==> src/rtl/gpio_bank_pkg.sv <==
package gpio_bank_pkg;

  localparam int WORD_W = 32;

  // Configuration word bit positions (decoded by the pad slice)
  localparam int CFG_OD_BIT   = 31;
  localparam int CFG_DIRQ_BIT = 27;
  localparam int CFG_FALL_BIT = 26;
  localparam int CFG_RISE_BIT = 25;
  localparam int CFG_LVL_BIT  = 24;

  typedef struct packed {
    logic       open_drain;
    logic       direct_irq;
    logic       trig_fall;
    logic       trig_rise;
    logic       trig_level;
    logic [2:0] func_sel;
  } pad_cfg_t;

  typedef struct packed {
    logic in_off;   // input enable, active low
    logic out_off;  // output enable, active low
    logic level;
  } pad_val_t;

  localparam pad_val_t VAL_RESET = '{in_off: 1'b1, out_off: 1'b1, level: 1'b0};

  function automatic pad_cfg_t cfg_from_word(input logic [WORD_W-1:0] w);
    pad_cfg_t c;
    c.open_drain = w[CFG_OD_BIT];
    c.direct_irq = w[CFG_DIRQ_BIT];
    c.trig_fall  = w[CFG_FALL_BIT];
    c.trig_rise  = w[CFG_RISE_BIT];
    c.trig_level = w[CFG_LVL_BIT];
    c.func_sel   = w[2:0];
    return c;
  endfunction

  function automatic logic [WORD_W-1:0] cfg_to_word(input pad_cfg_t c);
    logic [WORD_W-1:0] w;
    w = '0;
    w[CFG_OD_BIT]   = c.open_drain;
    w[CFG_DIRQ_BIT] = c.direct_irq;
    w[CFG_FALL_BIT] = c.trig_fall;
    w[CFG_RISE_BIT] = c.trig_rise;
    w[CFG_LVL_BIT]  = c.trig_level;
    w[2:0]          = c.func_sel;
    return w;
  endfunction

  // Trigger evaluation: level mode reuses rise/fall as high/low detect
  function automatic logic trigger_fires(input pad_cfg_t c, input logic cur, input logic prv);
    logic up, down;
    up   = cur & ~prv;
    down = ~cur & prv;
    if (c.trig_level)
      return (c.trig_rise & cur) | (c.trig_fall & ~cur);
    else
      return (c.trig_rise & up) | (c.trig_fall & down);
  endfunction

  // Returns {enable, level} for the pad driver
  function automatic logic [1:0] drive_of(input pad_val_t v, input logic od);
    logic en;
    en = ~v.out_off;
    if (od)
      return {en & ~v.level, 1'b0};
    else
      return {en, v.level};
  endfunction

endpackage

==> src/rtl/gpio_sync_edge.sv <==
module gpio_sync_edge #(
  parameter int STAGES = 2
) (
  input  logic clk,
  input  logic rst_n,
  input  logic din,
  output logic cur,
  output logic prv
);
  logic [STAGES:0] chain_q;

  always_ff @(posedge clk or negedge rst_n) begin
    if (!rst_n) chain_q[0] <= 1'b0;
    else        chain_q[0] <= din;
  end

  for (genvar k = 1; k <= STAGES; k++) begin : g_stage
    always_ff @(posedge clk or negedge rst_n) begin
      if (!rst_n) chain_q[k] <= 1'b0;
      else        chain_q[k] <= chain_q[k-1];
    end
  end

  assign cur = chain_q[STAGES-1];
  assign prv = chain_q[STAGES];
endmodule

==> src/rtl/gpio_pad_slice.sv <==
module gpio_pad_slice
  import gpio_bank_pkg::*;
#(
  parameter int SYNC_STAGES = 2
) (
  input  logic              clk,
  input  logic              rst_n,
  input  logic              cfg_we,
  input  logic              val_we,
  input  logic [WORD_W-1:0] wdata,
  input  logic              pin,
  output logic [WORD_W-1:0] cfg_word,
  output logic [WORD_W-1:0] val_word,
  output logic              drv_out,
  output logic              drv_oe,
  output logic              hit,
  output logic              lvl_mode,
  output logic              no_trig,
  output logic              od_sel
);
  pad_cfg_t cfg_q;
  pad_val_t val_q;
  logic     pin_cur, pin_prv;
  logic [1:0] drv;

  always_ff @(posedge clk or negedge rst_n) begin
    if (!rst_n)      cfg_q <= '0;
    else if (cfg_we) cfg_q <= cfg_from_word(wdata);
  end

  always_ff @(posedge clk or negedge rst_n) begin
    if (!rst_n)      val_q <= VAL_RESET;
    else if (val_we) val_q <= pad_val_t'(wdata[2:0]);
  end

  gpio_sync_edge #(.STAGES(SYNC_STAGES)) u_sync (
    .clk  (clk),
    .rst_n(rst_n),
    .din  (pin),
    .cur  (pin_cur),
    .prv  (pin_prv)
  );

  assign hit      = trigger_fires(cfg_q, pin_cur, pin_prv);
  assign lvl_mode = cfg_q.trig_level;
  assign no_trig  = ~(cfg_q.trig_level | cfg_q.trig_rise | cfg_q.trig_fall);
  assign od_sel   = cfg_q.open_drain;

  assign drv     = drive_of(val_q, cfg_q.open_drain);
  assign drv_oe  = drv[1];
  assign drv_out = drv[0];

  assign cfg_word = cfg_to_word(cfg_q);
  assign val_word = {{(WORD_W-3){1'b0}}, val_q.in_off, val_q.out_off,
                     val_q.in_off ? val_q.level : pin_cur};
endmodule

==> src/rtl/gpio_irq_status.sv <==
module gpio_irq_status #(
  parameter int NUM_PADS = 32
) (
  input  logic                clk,
  input  logic                rst_n,
  input  logic [NUM_PADS-1:0] clr,
  input  logic [NUM_PADS-1:0] hit,
  input  logic [NUM_PADS-1:0] lvl_mode,
  output logic [NUM_PADS-1:0] pending,
  output logic                irq
);
  // A level hit colliding with a clear is held off one cycle; edges always win.
  logic [NUM_PADS-1:0] set_now;
  assign set_now = hit & ~(clr & lvl_mode);

  always_ff @(posedge clk or negedge rst_n) begin
    if (!rst_n) pending <= '0;
    else        pending <= (pending & ~clr) | set_now;
  end

  assign irq = |pending;
endmodule

==> src/rtl/gpio_pad_bank.sv <==
module gpio_pad_bank
  import gpio_bank_pkg::*;
#(
  parameter int NUM_PADS    = 32,
  parameter int ADDR_W      = 12,
  parameter int SYNC_STAGES = 2
) (
  input  logic                clk,
  input  logic                rst_n,
  input  logic                bus_wr_en,
  input  logic [ADDR_W-1:0]   bus_addr,
  input  logic [WORD_W-1:0]   bus_wdata,
  output logic [WORD_W-1:0]   bus_rdata,
  input  logic [NUM_PADS-1:0] pad_in,
  output logic [NUM_PADS-1:0] pad_out,
  output logic [NUM_PADS-1:0] pad_oe,
  output logic                irq
);
  localparam int                IDX_W     = ADDR_W - 4;
  localparam logic [ADDR_W-1:0] PAD_SPAN  = ADDR_W'(NUM_PADS * 16);
  localparam logic [ADDR_W-1:0] STAT_ADDR = ADDR_W'(12'h800);
  localparam logic [3:0]        OFS_CFG   = 4'h0;
  localparam logic [3:0]        OFS_VAL   = 4'h8;

  logic [IDX_W-1:0]    win_idx;
  logic [3:0]          win_ofs;
  logic                in_pads;
  logic                stat_sel;

  logic [WORD_W-1:0]   cfg_words [NUM_PADS];
  logic [WORD_W-1:0]   val_words [NUM_PADS];
  logic [NUM_PADS-1:0] pad_hit, pad_lvl, pad_notrig, pad_od;
  logic [NUM_PADS-1:0] stat_clr, status_q;

  assign win_idx  = bus_addr[ADDR_W-1:4];
  assign win_ofs  = bus_addr[3:0];
  assign in_pads  = bus_addr < PAD_SPAN;
  assign stat_sel = bus_addr == STAT_ADDR;
  assign stat_clr = (bus_wr_en && stat_sel) ? bus_wdata[NUM_PADS-1:0] : '0;

  for (genvar p = 0; p < NUM_PADS; p++) begin : g_pad
    logic win_hit;
    assign win_hit = in_pads && (win_idx == IDX_W'(p));

    gpio_pad_slice #(.SYNC_STAGES(SYNC_STAGES)) u_slice (
      .clk     (clk),
      .rst_n   (rst_n),
      .cfg_we  (bus_wr_en && win_hit && win_ofs == OFS_CFG),
      .val_we  (bus_wr_en && win_hit && win_ofs == OFS_VAL),
      .wdata   (bus_wdata),
      .pin     (pad_in[p]),
      .cfg_word(cfg_words[p]),
      .val_word(val_words[p]),
      .drv_out (pad_out[p]),
      .drv_oe  (pad_oe[p]),
      .hit     (pad_hit[p]),
      .lvl_mode(pad_lvl[p]),
      .no_trig (pad_notrig[p]),
      .od_sel  (pad_od[p])
    );
  end

  gpio_irq_status #(.NUM_PADS(NUM_PADS)) u_status (
    .clk     (clk),
    .rst_n   (rst_n),
    .clr     (stat_clr),
    .hit     (pad_hit),
    .lvl_mode(pad_lvl),
    .pending (status_q),
    .irq     (irq)
  );

  always_comb begin
    bus_rdata = '0;
    if (stat_sel) begin
      bus_rdata = WORD_W'(status_q);
    end else if (in_pads) begin
      for (int p = 0; p < NUM_PADS; p++) begin
        if (win_idx == IDX_W'(p)) begin
          if (win_ofs == OFS_CFG) bus_rdata = cfg_words[p];
          if (win_ofs == OFS_VAL) bus_rdata = val_words[p];
        end
      end
    end
  end
endmodule

==> config.mk <==
export PLATFORM = sky130hd
export DESIGN_NAME = gpio_pad_bank
export DESIGN_NICKNAME = d
export VERILOG_FILES = /design/src/rtl/gpio_bank_pkg.sv /design/src/rtl/gpio_sync_edge.sv /design/src/rtl/gpio_pad_slice.sv /design/src/rtl/gpio_irq_status.sv /design/src/rtl/gpio_pad_bank.sv
export SDC_FILE = /design/constraint.sdc
export NUM_CORES = 1
export LEC_CHECK = 0
export ABC_AREA = 1
export BUFFER_PORTS_ARGS = -buffer_cell sky130_fd_sc_hd__buf_4
export CAP_MARGIN = 10
export CORE_ASPECT_RATIO = 1.2
export CORE_MARGIN = 2
export CORE_UTILIZATION = 40
export DETAILED_ROUTE_END_ITERATION = 6
export GPL_ROUTABILITY_DRIVEN = 0
export GPL_TIMING_DRIVEN = 0
export PLACE_DENSITY = 0.54
export SETUP_SLACK_MARGIN = 0.05
export SLEW_MARGIN = 20
export SYNTH_ARGS = -nofsm -noshare
export SYNTH_HDL_FRONTEND = slang
export SYNTH_SLANG_ARGS = --single-unit
==> constraint.sdc <==
create_clock -name clk -period 5.4 [get_ports clk]
set_clock_uncertainty 0.1 [all_clocks]
set_input_delay 1.08 -clock clk [delete_from_list [all_inputs] [get_ports clk]]
set_output_delay 1.08 -clock clk [all_outputs]
set_load 0.01 [all_outputs]
==> impl_metrics.tcl <==
set metrics [dict create \
    drc 0 \
    critPathArrivalTime_ns 5.50 \
    yosys_most_used_dff "dfrtp_1" \
    crit_top_cell "nand2_1" \
    grt_pass1_wl_microns 130000 \
    postSynthAreaPerCell_sq_um 8.07 \
    clock_power_share 0.496 \
    period_needed_ns 6.68 \
    async_flop_share 1.00 \
    worst_r2r_endpoint "u_status.pending[18]$_DFF_PN0_" \
    clockBufferDepth 3 \
    maxCapViolations 0 \
    post_drt_wl_per_cell_microns 22.4 \
    first_iter_violations 1872 \
    synth_edf_count 0 \
    r2r_start "g_pad[18].u_slice.lvl_mode$_DFFE_PN0P_" \
    rsz0062_at_grt "true" \
    critPathMaxFanout 8 \
    hp-start "g_pad[25].u_slice.u_sync.chain_q[0]$_DFF_PN0_" \
    slew_viol_final 0 \
    peakVddDrop_mv 0.214 \
    leakagePower_uw 0.0126 \
    combPwrFrac 0.055 \
    die_area_sq_um 59100 \
    synth_warnings 0 \
    slowest_delay_ns 0.26 \
    critical_path.startpoint_type "primary input" \
    ys_ff_latch 480 \
    synth_top_area_share 0.455 \
    synth_area_sq_um 22900 \
    ys_types 40 \
    die_width_microns 222 \
    p_sw_frac 0.236 \
    hold_buffers 0 \
    fin_ws_ns -1.28 \
    grt_pass1_vias 21100 \
    via_per_inst 5.55 \
    r2r_slack_ns 3.97 \
    routed_wl_microns 86800 \
    routed-via-count 21500 \
    synth.area.top_cells "dfrtp_1 46%, o21ai_0 12%, nand2_1 12%" \
    tightestPinTransition_ns 1.12 \
    initial_core_util 0.403 \
    io_buffer_count 174 \
    grt_start_max_net_pins 99 \
    cts_tree "done" \
    p_per_area_nw_per_um2 291 \
    first_pass_iters 5 \
    antenna_left 0 \
    cts.sinks 480 \
    r2r_cells 4 \
    crit_type "primary input to output port" \
    numCtsBuffers 53 \
    critPathCaptureType "output port" \
    p_int_uw 6270 \
    yosysSeqAreaShare 0.529 \
    synth_nets 2913 \
    drive_gt1_frac 0.191 \
    antenna_found_initial 1 \
    cts.clk_slew.worst_paths_ns 0.06 \
    setup_viol 8 \
    slowest_stage "nand4_1" \
    synth_most_common_cell "nand2_1" \
    fmax_mhz 150 \
    failed_checks "setup timing" \
    cp.required_ns 4.22 \
    hp-class "register to register" \
    status "complete, but fails checks" \
    hold_viol_final 0 \
    max-slew-margin-rel 0.252 \
    netlist_instances 2834 \
    syn2layout_area_growth_pct 23.2 \
    grt_usage 0.293 \
    die-height_microns 266 \
    final_nets 3175 \
    root_buffer "clkbuf_16" \
    power.switching_uw 1940 \
    critPathLaunch "bus_addr[3]" \
    total_power_uw 8210 \
    core_area_sq_um 56800 \
    worstSkewPairLatency_ns 0.61 \
    placementRows 96 \
    hpwl_microns 63600 \
    utilization 0.496 \
    seqPwrFrac 0.449 \
    overflow 0 \
    synth_top_area_cell "dfrtp_1" \
    whs_ns 0.242 \
    htree_levels 2 \
    synth_common_cells "716 x nand2_1, 563 x o21ai_0, 416 x dfrtp_1" \
    io_pins 176 \
    finalCritPeriodShare 1.24 \
    crit_end "bus_rdata[1]" \
]
-- worst max-delay path, delay by kind of cell --
kind,cells,cell delay [ns]
AOI/OAI and AO/OA,2,0.37
buffers and inverters,6,0.66
and+or+nand+nor,38,3.37
-- metrics by stage --
stage / instances / worst slack, ns / cell area [sq um] / TNS (ns)
final: 3876 / -1.28 / 28200 / -8.55
after detailed placement: 3749 / -2.57 / 25300 / -137.40
after global placement: 3743 / -2.53 / 25100 / -974.69
after CTS: 3868 / -1.19 / 27900 / -8.51
after floorplan: 2834 / 0.328 / 22900 / 0
after global routing: 3875 / -1.54 / 28200 / -10.12
-- sequential cells by signal (all words and copies together), names as in the netlist --
name	cells
g_pad.u_slice.u_sync.chain_q	32
g_pad.u_slice.od_sel	32
g_pad.u_slice.val_word	64
g_pad.u_slice.cfg_word	192
g_pad.u_slice.lvl_mode	32
u_status.pending	32
g_pad.u_slice.val_q	32
g_pad.u_slice.u_sync.cur	32
g_pad.u_slice.u_sync.prv	32
-- worst min-delay path by stage --
stage | end | depth (start not counted)
CTS | g_pad[18].u_slice.u_sync.cur$_DFF_PN0_ | 0
floorplan | g_pad[0].u_slice.u_sync.cur$_DFF_PN0_ | 0
global placement | g_pad[16].u_slice.u_sync.cur$_DFF_PN0_ | 0
global route | g_pad[24].u_slice.u_sync.cur$_DFF_PN0_ | 0
detailed placement | g_pad[21].u_slice.u_sync.cur$_DFF_PN0_ | 0
finish | g_pad[25].u_slice.u_sync.cur$_DFF_PN0_ | 0
-- timing repair --
| item | 4_1_cts | 5_1_grt |
|---|---|---|
| gates cloned | 0 | 0 |
| resized for setup | 151 | 56 |
| pin swaps | 46 | 47 |
| endpoints found under the setup margin | 104 | 28 |
| buffers inserted | 20 | 7 |
-- power by group through the flow --
| stage | combinational [uW] | sequential, uW | clock [uW] |
|---|---|---|---|
| finish | 453 | 3690 | 4070 |
| global route | 484 | 3690 | 4270 |
| CTS | 446 | 3690 | 4130 |
| detailed placement | 416 | 3750 | 0 |
| global placement | 399 | 3750 | 0 |
| floorplan | 141 | 3740 | 0 |
-- layer usage --
metal,global-route usage,up-vias,wire length (microns)
met5,0,-,0
met4,0.174,0,5710
met1,0.362,10500,34400
met3,0.0412,243,5290
met2,0.489,840,41400
li1,-,9903,-
-- cell families (layout without fill, tap and decap cells) --
kind of cell           after synthesis  after routing  synth area share
buffers and inverters              371            677            0.0734
other                                0              1                 0
flip-flops                         480            480             0.529
AND/OR/NAND/NOR                   1189           1189             0.210
AO/OA/AOI/OAI                      794            794             0.188
-- cell type report --
cell class / instances / area, sq um
diodes: 1 / 2.50
well taps: 735 / 920
fillers: 5561 / 28600
clock inverters: 28 / 483
plain buffers: 195 / 1150
multi-input cells: 1983 / 9700
repair buffers: 207 / 1720
clock buffers: 71 / 1440
inverters: 176 / 669
flip-flops and latches: 480 / 12100
-- cell usage in the layout (no fill, tap or decap), types with 24 or more instances in the layout --
cell / instances
nand3_1: 82
o21ai_0: 548
dfstp_2: 64
inv_1: 162
nand2_1: 691
nor2_1: 286
buf_4: 260
clkbuf_16: 55
a31oi_1: 25
nor2_4: 28
o211ai_1: 24
a21oi_1: 97
clkbuf_1: 109
dfrtp_1: 416
(Power assumes the default switching activity.)
